<file path="src/rtl/dtg_pkg.sv">
`timescale 1ns/1ps
package dtg_pkg;
   // word addresses of the register file
   localparam int A_CTL    = 0;
   localparam int A_SYNC   = 1;
   localparam int A_BP     = 2;
   localparam int A_ACT    = 3;
   localparam int A_TOT    = 4;
   localparam int A_RLD    = 5;
   localparam int A_IEN    = 6;
   localparam int A_ISTAT  = 7;
   localparam int A_ICLR   = 8;
   localparam int A_LINE   = 9;
   localparam int A_LAYER0 = 16;

   localparam int NTIM  = 4;   // timing words held in the shadow set
   localparam int H_LSB = 16;  // low bit of every horizontal field

   // control word bits
   localparam int B_EN    = 0;
   localparam int B_PCLK  = 28;
   localparam int B_DEPOL = 29;
   localparam int B_VSPOL = 30;
   localparam int B_HSPOL = 31;

   // status / enable / clear bit positions
   localparam int IRQ_LINE = 0;
   localparam int IRQ_UNDR = 1;
   localparam int IRQ_XERR = 2;
   localparam int IRQ_RLD  = 3;
   localparam int NSRC     = 4;

   // word address of shadow slot i (timing words first, then layers)
   function automatic int shadow_addr(int i);
      return (i < NTIM) ? (A_SYNC + i) : (A_LAYER0 + i - NTIM);
   endfunction
endpackage

</file>
<file path="src/rtl/dtg_regs.sv">
`timescale 1ns/1ps
module dtg_regs
   import dtg_pkg::*;
#(
   parameter int AW     = 5,
   parameter int LAYERS = 2
) (
   input  logic                         clk,
   input  logic                         rst_n,
   input  logic                         we,
   input  logic [AW-1:0]                addr,
   input  logic [31:0]                  wdata,
   input  logic [NSRC-1:0]              stat_in,
   input  logic                         frame_end,
   output logic [31:0]                  rdata,
   output logic [31:0]                  ctl,
   output logic [NSRC-1:0]              ien,
   output logic [31:0]                  line_word,
   output logic [(NTIM+LAYERS)*32-1:0]  act_flat,
   output logic                         copy,
   output logic                         clr_we,
   output logic [NSRC-1:0]              clr_mask
);
   localparam int NSH = NTIM + LAYERS;

   logic [31:0] stg [NSH];
   logic [31:0] act [NSH];
   logic        imm_pend, vb_pend;
   logic        rld_wr;

   assign rld_wr   = we && (addr == AW'(A_RLD));
   // a deferred request also completes at once while the counters are stopped
   assign copy     = imm_pend | (vb_pend & (frame_end | ~ctl[B_EN]));
   assign clr_we   = we && (addr == AW'(A_ICLR));
   assign clr_mask = wdata[NSRC-1:0];

   always_ff @(posedge clk or negedge rst_n) begin
      if (!rst_n) begin
         ctl       <= '0;
         ien       <= '0;
         line_word <= '0;
         imm_pend  <= 1'b0;
         vb_pend   <= 1'b0;
      end else begin
         if (we && addr == AW'(A_CTL))  ctl       <= wdata;
         if (we && addr == AW'(A_IEN))  ien       <= wdata[NSRC-1:0];
         if (we && addr == AW'(A_LINE)) line_word <= wdata;
         imm_pend <= (imm_pend & ~copy) | (rld_wr & wdata[0]);
         vb_pend  <= (vb_pend  & ~copy) | (rld_wr & wdata[1]);
      end
   end

   always_ff @(posedge clk or negedge rst_n) begin
      if (!rst_n) begin
         for (int i = 0; i < NSH; i++) begin
            stg[i] <= '0;
            act[i] <= '0;
         end
      end else begin
         for (int i = 0; i < NSH; i++) begin
            if (we && addr == AW'(shadow_addr(i))) stg[i] <= wdata;
            if (copy) act[i] <= stg[i];
         end
      end
   end

   for (genvar gi = 0; gi < NSH; gi++) begin : g_flat
      assign act_flat[gi*32 +: 32] = act[gi];
   end

   always_comb begin
      rdata = '0;
      if (addr == AW'(A_CTL))   rdata = ctl;
      if (addr == AW'(A_RLD))   rdata = {30'd0, vb_pend, imm_pend};
      if (addr == AW'(A_IEN))   rdata = 32'(ien);
      if (addr == AW'(A_ISTAT)) rdata = 32'(stat_in);
      if (addr == AW'(A_LINE))  rdata = line_word;
      for (int i = 0; i < NSH; i++)
         if (addr == AW'(shadow_addr(i))) rdata = stg[i];
   end
endmodule

</file>
<file path="src/rtl/dtg_counters.sv">
`timescale 1ns/1ps
module dtg_counters
   import dtg_pkg::*;
#(
   parameter int HW = 12,
   parameter int VW = 11
) (
   input  logic          clk,
   input  logic          rst_n,
   input  logic          en,
   input  logic [31:0]   sync_w,
   input  logic [31:0]   bp_w,
   input  logic [31:0]   act_w,
   input  logic [31:0]   tot_w,
   input  logic [VW-1:0] line_pos,
   input  logic [2:0]    pol,       // {hsync, vsync, de}
   output logic          hsync,
   output logic          vsync,
   output logic          de,
   output logic [HW-1:0] pos_x,
   output logic [VW-1:0] pos_y,
   output logic          frame_end,
   output logic          line_hit
);
   logic [HW-1:0] hcnt, h_sw, h_bp, h_ac, h_tt;
   logic [VW-1:0] vcnt, v_sw, v_bp, v_ac, v_tt;
   logic          h_end, v_end, hs_a, vs_a, de_a;
   logic          unused_fields;

   assign h_sw = sync_w[H_LSB +: HW];
   assign h_bp = bp_w[H_LSB +: HW];
   assign h_ac = act_w[H_LSB +: HW];
   assign h_tt = tot_w[H_LSB +: HW];
   assign v_sw = sync_w[VW-1:0];
   assign v_bp = bp_w[VW-1:0];
   assign v_ac = act_w[VW-1:0];
   assign v_tt = tot_w[VW-1:0];
   assign unused_fields = ^{sync_w, bp_w, act_w, tot_w};

   assign h_end = (hcnt == h_tt);
   assign v_end = (vcnt == v_tt);

   always_ff @(posedge clk or negedge rst_n) begin
      if (!rst_n) begin
         hcnt <= '0;
         vcnt <= '0;
      end else if (!en) begin
         hcnt <= '0;
         vcnt <= '0;
      end else if (h_end) begin
         hcnt <= '0;
         vcnt <= v_end ? '0 : vcnt + 1'b1;
      end else begin
         hcnt <= hcnt + 1'b1;
      end
   end

   assign hs_a = en && (hcnt <= h_sw);
   assign vs_a = en && (vcnt <= v_sw);
   assign de_a = en && (hcnt > h_bp) && (hcnt <= h_ac) &&
                 (vcnt > v_bp) && (vcnt <= v_ac);

   assign hsync = hs_a ? pol[2] : ~pol[2];
   assign vsync = vs_a ? pol[1] : ~pol[1];
   assign de    = de_a ? pol[0] : ~pol[0];

   assign pos_x     = hcnt;
   assign pos_y     = vcnt;
   assign frame_end = en && h_end && v_end;
   assign line_hit  = en && (hcnt == '0) && (vcnt == line_pos);
endmodule

</file>
<file path="src/rtl/dtg_irq.sv">
`timescale 1ns/1ps
module dtg_irq #(
   parameter int NS = 4
) (
   input  logic          clk,
   input  logic          rst_n,
   input  logic [NS-1:0] set,
   input  logic          clr_we,
   input  logic [NS-1:0] clr_mask,
   input  logic [NS-1:0] ien,
   output logic [NS-1:0] stat,
   output logic          irq
);
   for (genvar b = 0; b < NS; b++) begin : g_flag
      logic q;
      always_ff @(posedge clk or negedge rst_n) begin
         if (!rst_n)                      q <= 1'b0;
         else if (set[b])                 q <= 1'b1;
         else if (clr_we && clr_mask[b])  q <= 1'b0;
      end
      assign stat[b] = q;
   end

   assign irq = |(stat & ien);
endmodule

</file>
<file path="src/rtl/disp_timing_gen.sv">
`timescale 1ns/1ps
module disp_timing_gen
   import dtg_pkg::*;
#(
   parameter int AW     = 5,
   parameter int HW     = 12,
   parameter int VW     = 11,
   parameter int LAYERS = 2
) (
   input  logic                 clk,
   input  logic                 rst_n,
   input  logic                 reg_we,
   input  logic [AW-1:0]        reg_addr,
   input  logic [31:0]          reg_wdata,
   output logic [31:0]          reg_rdata,
   input  logic                 underrun_evt,
   input  logic                 xfer_err_evt,
   output logic                 hsync_o,
   output logic                 vsync_o,
   output logic                 de_o,
   output logic                 pclk_inv_o,
   output logic [HW-1:0]        pos_x,
   output logic [VW-1:0]        pos_y,
   output logic [32*LAYERS-1:0] layer_cfg,
   output logic                 irq_o
);
   localparam int NSH = NTIM + LAYERS;

   if (HW < 2 || HW > 16) begin : g_bad_hw
      $error("HW must lie in 2..16");
   end
   if (VW < 2 || VW > 16) begin : g_bad_vw
      $error("VW must lie in 2..16");
   end
   if (LAYERS < 1 || A_LAYER0 + LAYERS > (1 << AW)) begin : g_bad_layers
      $error("LAYERS does not fit the address space");
   end

   logic [31:0]       ctl_word, line_word;
   logic [NSRC-1:0]   irq_stat, irq_en, clr_mask, ev_set;
   logic [NSH*32-1:0] act_flat;
   logic [31:0]       tim_sync, tim_bp, tim_act, tim_tot;
   logic              copy, clr_we, frame_end, line_hit;
   logic              unused_line;

   dtg_regs #(.AW(AW), .LAYERS(LAYERS)) u_regs (
      .clk       (clk),
      .rst_n     (rst_n),
      .we        (reg_we),
      .addr      (reg_addr),
      .wdata     (reg_wdata),
      .stat_in   (irq_stat),
      .frame_end (frame_end),
      .rdata     (reg_rdata),
      .ctl       (ctl_word),
      .ien       (irq_en),
      .line_word (line_word),
      .act_flat  (act_flat),
      .copy      (copy),
      .clr_we    (clr_we),
      .clr_mask  (clr_mask)
   );

   assign tim_sync  = act_flat[0*32 +: 32];
   assign tim_bp    = act_flat[1*32 +: 32];
   assign tim_act   = act_flat[2*32 +: 32];
   assign tim_tot   = act_flat[3*32 +: 32];
   assign layer_cfg = act_flat[NSH*32-1 : NTIM*32];
   assign unused_line = ^line_word;

   dtg_counters #(.HW(HW), .VW(VW)) u_cnt (
      .clk       (clk),
      .rst_n     (rst_n),
      .en        (ctl_word[B_EN]),
      .sync_w    (tim_sync),
      .bp_w      (tim_bp),
      .act_w     (tim_act),
      .tot_w     (tim_tot),
      .line_pos  (line_word[VW-1:0]),
      .pol       ({ctl_word[B_HSPOL], ctl_word[B_VSPOL], ctl_word[B_DEPOL]}),
      .hsync     (hsync_o),
      .vsync     (vsync_o),
      .de        (de_o),
      .pos_x     (pos_x),
      .pos_y     (pos_y),
      .frame_end (frame_end),
      .line_hit  (line_hit)
   );

   assign pclk_inv_o = ctl_word[B_PCLK];

   always_comb begin
      ev_set           = '0;
      ev_set[IRQ_LINE] = line_hit;
      ev_set[IRQ_UNDR] = underrun_evt;
      ev_set[IRQ_XERR] = xfer_err_evt;
      ev_set[IRQ_RLD]  = copy;
   end

   dtg_irq #(.NS(NSRC)) u_irq (
      .clk      (clk),
      .rst_n    (rst_n),
      .set      (ev_set),
      .clr_we   (clr_we),
      .clr_mask (clr_mask),
      .ien      (irq_en),
      .stat     (irq_stat),
      .irq      (irq_o)
   );
endmodule


</file>
<file path="config.mk">
export PLATFORM = sky130hd
export DESIGN_NAME = disp_timing_gen
export DESIGN_NICKNAME = d
export VERILOG_FILES = /design/src/rtl/dtg_pkg.sv /design/src/rtl/dtg_regs.sv /design/src/rtl/dtg_counters.sv /design/src/rtl/dtg_irq.sv /design/src/rtl/disp_timing_gen.sv
export SDC_FILE = /design/constraint.sdc
export NUM_CORES = 1
export LEC_CHECK = 0
export BUFFER_PORTS_ARGS = -buffer_cell sky130_fd_sc_hd__buf_2
export CORE_ASPECT_RATIO = 0.75
export CORE_UTILIZATION = 35
export DETAILED_ROUTE_END_ITERATION = 8
export HOLD_SLACK_MARGIN = 0.02
export REMOVE_ABC_BUFFERS = 1
export SLEW_MARGIN = 20
export SYNTH_ARGS = -nofsm -noshare
export SYNTH_HDL_FRONTEND = slang
export SYNTH_SLANG_ARGS = --single-unit
export TNS_END_PERCENT = 20
</file>
<file path="constraint.sdc">
create_clock -name clk -period 3.61 [get_ports clk]
set_input_delay 0.722 -clock clk [delete_from_list [all_inputs] [get_ports clk]]
set_output_delay 0.722 -clock clk [all_outputs]
set_load 0.005 [all_outputs]
</file>
# Word level (Yosys, flattened, before mapping)
# Index checks and enable logic that the tools add are counted.
[op_classes]
add_sub_neg = 2
bitwise_logic = 15
muxes = 27
eq_ne = 15
n_lt_le_gt_ge = 6
n_reduce_logical = 32
[ops]
columns = ["cell", "count"]
rows = [
  ["32-bit 2-to-1 mux", 11],
  ["11-bit 2-to-1 mux", 3],
  ["1-bit logical AND", 25],
  ["12-bit <= comparator", 2],
  ["12-bit 2-to-1 mux", 2],
  ["11-bit == test", 2],
  ["11-bit <= comparator", 2],
  ["5-bit by 3-bit == test with 1-bit output, second input constant", 4],
  ["12-bit by 1-bit adder with 12-bit output, second input constant", 1],
  ["12-bit == test", 1],
  ["12-bit greater-than comparator", 1],
  ["12-bit logical NOT", 1],
  ["11-bit by 1-bit adder with 11-bit output, second input constant", 1],
  ["11-bit greater-than comparator", 1],
  ["1-bit 2-to-1 mux", 11],
  ["5-bit by 2-bit == test with 1-bit output, second input constant", 2],
  ["5-bit by 4-bit == test with 1-bit output, second input constant", 2],
  ["5-bit == test, second input constant", 2],
  ["2-bit nonzero test", 4],
  ["1-bit bitwise AND", 5],
  ["5-bit by 1-bit == test with 1-bit output, second input constant", 1],
  ["5-bit logical NOT", 1],
  ["1-bit inverter", 5],
  ["4-bit bitwise AND", 1],
  ["3 further kinds", 6],
]
[totals]
out_inout_bits = 124
wordCells = 120
register_bits = 465
inputBits = 42

# Depth between registers and ports, before layout
[logic_depth]
ltp_word = 12
mapped_depth = 9
depth_no_buf = 8

# By module
# A second synthesis with hierarchy kept.
[hier_totals]
hier_cells = 1796
hier_area_um2 = 22978.3
[modules_own_cells]
columns = ["module", "n_inst", "area_per_inst_um2", "cells_per_inst"]
rows = [
  ["dtg_regs", 1, 19443.6, 1376],
  ["dtg_counters", 1, 3340.7, 401],
  ["dtg_irq", 1, 193.9, 19],
]

# Worst setup path after synthesis
# OpenSTA, ideal clock, no wires.
[synth_timing]
path_type = "input -> output"
from = "input reg_addr[4]"
to = "output reg_rdata[1]"
required_time_ns = 2.888
path_stages = 8
path_slack_ns = 0.390
arrival_time_ns = 2.498
path_cell_list = "clkbuf_1 or3b_2 nor3b_2 clkbuf_1 a22oi_1 a31oi_1 nor3_1 o21ai_0"
[synth_via]
elab_chain_cells = 12
word_cells_on_any_way = 22
[synth_rtl]
columns = ["item", "line", "rtl"]
rows = [
  ["start, declared", "disp_timing_gen.sv:13", "input logic [AW-1:0] reg_addr,"],
  ["5-bit logical NOT", "dtg_regs.sv:73", "if (addr == AW'(A_CTL)) rdata = ctl;"],
  ["32-bit 2-to-1 mux", "dtg_regs.sv:73", ""],
  ["32-bit 2-to-1 mux", "dtg_regs.sv:74", "if (addr == AW'(A_RLD)) rdata = {30'd0, vb_pend, imm_pend};"],
  ["32-bit 2-to-1 mux", "dtg_regs.sv:75", "if (addr == AW'(A_IEN)) rdata = 32'(ien);"],
  ["32-bit 2-to-1 mux", "dtg_regs.sv:76", "if (addr == AW'(A_ISTAT)) rdata = 32'(stat_in);"],
  ["32-bit 2-to-1 mux", "dtg_regs.sv:77", "if (addr == AW'(A_LINE)) rdata = line_word;"],
  ["32-bit 2-to-1 mux (5 in series)", "dtg_regs.sv:79", "if (addr == AW'(shadow_addr(i))) rdata = stg[i];"],
  ["32-bit 2-to-1 mux (*)", "dtg_regs.sv:79", ""],
  ["end, declared", "disp_timing_gen.sv:15", "output logic [31:0] reg_rdata,"],
]
# Every way passes the cells marked *; elsewhere a longest branch is shown, timed or not.

# Final worst setup path
[layout_timing]
from = "register u_cnt.hcnt[2], in the netlist u_cnt.pos_x[2]"
to = "output de_o"
[layout_via]
elab_chain_cells = 6
word_cells_on_any_way = 7
[layout_rtl]
columns = ["item", "line", "rtl"]
rows = [
  ["start, declared", "dtg_counters.sv:25", "logic [HW-1:0] hcnt, h_sw, h_bp, h_ac, h_tt;"],
  ["start signal, assigned", "dtg_counters.sv:54", "hcnt <= hcnt + 1'b1;"],
  ["12-bit greater-than comparator", "dtg_counters.sv:60", "assign de_a = en && (hcnt > h_bp) && (hcnt <= h_ac) &&"],
  ["1-bit logical AND", "dtg_counters.sv:60", ""],
  ["1-bit logical AND (*) (2 in series)", "dtg_counters.sv:60", ""],
  ["1-bit logical AND (*)", "dtg_counters.sv:61", "(vcnt > v_bp) && (vcnt <= v_ac);"],
  ["1-bit 2-to-1 mux (*)", "dtg_counters.sv:65", "assign de = de_a ? pol[0] : ~pol[0];"],
  ["end, declared", "disp_timing_gen.sv:20", "output logic de_o,"],
]
# Marks and branches as above.

==> PnR_summary.wiki <==
{| class="wikitable"
! Metric !! Value
|-
| Result of the run || completed
|-
| Final nets || 1969
|-
| Proportion of layout cells with a drive suffix above 1 || 0.435
|-
| First-pass GRT wire length || 93600 um
|-
| Final Max Tran Viols || 0
|-
| Number of port buffers || 165
|-
| Element type at the critical path end || primary output
|-
| Static leakage || 0.0124 uW
|-
| Cell-by-cell listing of the critical path || buf_4, ha_1, nand4_1, nor3_2, or4b_4, o21ai_2, nor4_4, xnor2_1, buf_2
|-
| Wire length reported by the detailed router || 62100 um
|-
| Hold WS || 131 ps
|-
| Clock root cell || sky130_fd_sc_hd__clkbuf_16
|-
| Starting DRC count in detailed routing || 885
|-
| Count of placed standard cells in the final layout, fillers left out || 2695
|-
| Register clock-pin slew on the reported worst setup and hold paths || 60 ps
|-
| Worst VDD drop || 0.386 mV
|-
| Half-perimeter wire length of the detailed placement result || 40700 um
|-
| Floorplan core area || 61100 um2
|-
| Vias in the first global route || 14500
|-
| Predominant post-synthesis flop cell || sky130_fd_sc_hd__dfrtp_1
|-
| Final critical-path required period || 3560 ps
|-
| Ys Warns || 0
|-
| Core utilization of the finished layout || 0.418
|-
| Effective utilization at floorplan || 0.358
|-
| Routed via count divided by cell count || 5.26
|-
| Slowest Stage Delay on Critical Path || 420 ps
|-
| Synthesized flop and latch total || 445
|-
| Count of cell types in the netlist || 60
|-
| Average instance area after synthesis || 12.8 um2
|-
| Most common cell after layout, fill and taps aside || sky130_fd_sc_hd__dfrtp_1
|-
| WP buf/inv || 2
|-
| # Max-Cap Violations || 0
|-
| Type of element launching the critical path || register
|-
| Final Hold Violating Endpoints || 0
|-
| Average wire length per cell after detail routing || 23.1 um
|-
| DP Worst Slack || 54.0 ps
|-
| Total Routing Usage GR || 0.194
|-
| Slew headroom || 0.507
|-
| Most frequent cells in the layout || sky130_fd_sc_hd__dfrtp_1 (433), sky130_fd_sc_hd__mux2_2 (326), sky130_fd_sc_hd__buf_2 (164)
|-
| Sequential cell area fraction in the yosys report || 0.510
|-
| Highest clock frequency the design can meet || 281 MHz
|-
| Setup repair after global routing missed its margin || true
|-
| Critical-path cell with the highest stage delay || sky130_fd_sc_hd__dfrtp_2
|-
| H-Tree Depth || 2
|-
| Die Ht || 218 um
|-
| Number of remaining DRC errors || 0
|-
| Number of antenna violations at the first check in global routing || 1
|-
| Synthesized area || 21800 um2
|-
| Die area || 63400 um2
|-
| Top cell family by delay on the critical path || simple AND/OR/NAND/NOR gates
|-
| Proportion of register bits with asynchronous set or reset after synthesis || 1.00
|-
| Type of the worst setup path || register to primary output
|-
| Syn-to-layout area delta || 16.8%
|-
| Total negative setup slack || 0 ps
|-
| Total number of vias || 14200
|-
| Transition time of the tightest slew-check pin || 739 ps
|-
| Final RePlAce weighted congestion || 0.862
|-
| Areal power density over the cells || 664 nW/um2
|-
| Number of cells on the critical path || 9
|-
| Arrival @ worst endpoint || 2840 ps
|-
| Antenna Cells || 0
|-
| Maximum fanout encountered on the critical timing path || 7
|-
| Die span in x || 291 um
|-
| Maximum number of pins on one net before global-route repair || 95
|-
| Post-route antenna net violation count || 0
|-
| Register-to-Register Setup Slack || 470 ps
|-
| TritonCTS Sinks || 445
|-
| Min setup slack post-route || 46.7 ps
|-
| Dpl cells || 2591
|-
| Hold WC Path Type || primary input to async pin
|-
| Count of final setup violators || 0
|-
| Final worst-path cycle share || 0.987
|-
| Clock buffer depth || 3
|-
| Initial DRT Pass Iterations || 5
|-
| Crit path required time || 2890 ps
|-
| CTS tree || done
|-
| R2R cell count || 8
|-
| Latest clock arrival within the worst-skew pair || 590 ps
|-
| Total I/O pin count || 166
|-
| Number of enable-type register cells in the synthesized netlist || 0
|-
| Worst Skew || 30.1 ps
|-
| Synth Instances || 1704
|-
| Num rows || 78
|-
| Clock buffer count from CTS || 49
|-
| Total congestion overflow || 0
|}
==> cell type report <==
type	instances	area [um2]
Clock buffer	70	1440
Clock inverter	21	199
Fill cell	5694	35600
Inverter	71	267
Multi-Input combinational cell	1035	9750
Sequential cell	445	11200
Tap cell	800	1000
Timing Repair Buffer	253	1730
==> registers in the layout, indices dropped and copies added (netlist names) <==
| register | count |
|---|---|
| u_regs.stg | 192 |
| u_regs.line_word | 32 |
| u_regs.imm_pend | 1 |
| u_regs.act_flat | 156 |
| u_cnt.pos_x | 12 |
| u_irq.g_flag.q | 4 |
| u_regs.vb_pend | 1 |
| u_cnt.pos_y | 11 |
| u_regs.ien | 4 |
| u_regs.ctl | 32 |
==> worst register-to-register path, cell delays in order (launching register included) <==
cell and delay (ps):
sky130_fd_sc_hd__dfrtp_2 430, sky130_fd_sc_hd__buf_4 170, sky130_fd_sc_hd__xor2_1 210, sky130_fd_sc_hd__nor4_1 470
sky130_fd_sc_hd__nand3_1 370, sky130_fd_sc_hd__o41ai_4 420, sky130_fd_sc_hd__a21oi_4 130, sky130_fd_sc_hd__buf_12 310
sky130_fd_sc_hd__mux2_1 500
==> cell families (layout without fill, tap and decap cells) <==
kind of cell               after synthesis  in the layout  share of synthesized area
and+or+nand+nor                        229            229                     0.0520
muxes                                  446            446                      0.249
adders and majority gates               72             72                     0.0412
xor gates and xnor gates                54             54                     0.0216
buffers and inverters                  224            415                     0.0551
AOI/OAI and AO/OA                      234            234                     0.0716
DFF                                    445            445                      0.510
==> timing repair <==
action,4_1_cts,5_1_grt
hold endpoints to repair,0,0
setup buffers,3,9
setup endpoints to repair,2,9
pin swaps,0,14
gates cloned,0,1
resized for setup,14,31
hold buffers,0,0
==> synth_stat cells, drive strengths merged, types with 8 or more instances <==
library cell  instances  area share
inv                  71       0.012
o21ai                20      0.0046
clkbuf               44      0.0076
dfrtp               445        0.51
ha                   72       0.041
nor2                 85       0.015
a31oi                 8      0.0023
nor2b                 9      0.0026
a21o                  9      0.0031
mux2                445        0.25
nand4                21      0.0060
a22oi                37       0.013
nand2                38      0.0065
nor3                 17      0.0039
xor2                 23      0.0092
a221oi               27       0.011
xnor2                31       0.012
buf                 109       0.035
a21oi                93       0.021
nand3                16      0.0037
==> metrics by stage <==
step	power, uW	instance area, um2
6_report	17000	25500
5_1_grt	17900	25500
4_1_cts	17000	25300
3_5_place_dp	11800	23600
3_3_place_gp	11600	23600
2_1_floorplan	10200	20900
==> worst paths after layout <==
| check | start | to |
|---|---|---|
| max in group asynchronous | rst_n | u_regs.ctl[25] |
| min in group clk | underrun_evt | u_irq.g_flag[1].q |
| setup / recovery | u_cnt.pos_x[2] | de_o |
| hold / removal | rst_n | u_regs.stg[6] |
| setup reg to reg | u_cnt.pos_y[2] | u_regs.act_flat[189] |
| hold reg to reg | u_regs.act_flat[188] | u_regs.act_flat[188] |
==> routing by layer <==
metal  global-route usage  routed length (um)
met4               0.0376                 892
met3               0.0313                2660
met2                0.294               27400
met1                0.292               31200
met5                    0                   0
==> report_power, final <==
group	internal (uW)	total, uW	leakage [uW]	switching [uW]
clock network	2930	5080	0.000806	2160
registers	6380	7330	0.00572	953
logic	2520	4550	0.00589	2020
total	11800	17000	0.0124	5130
No activity file was read; power rests on OpenSTA's default activity.
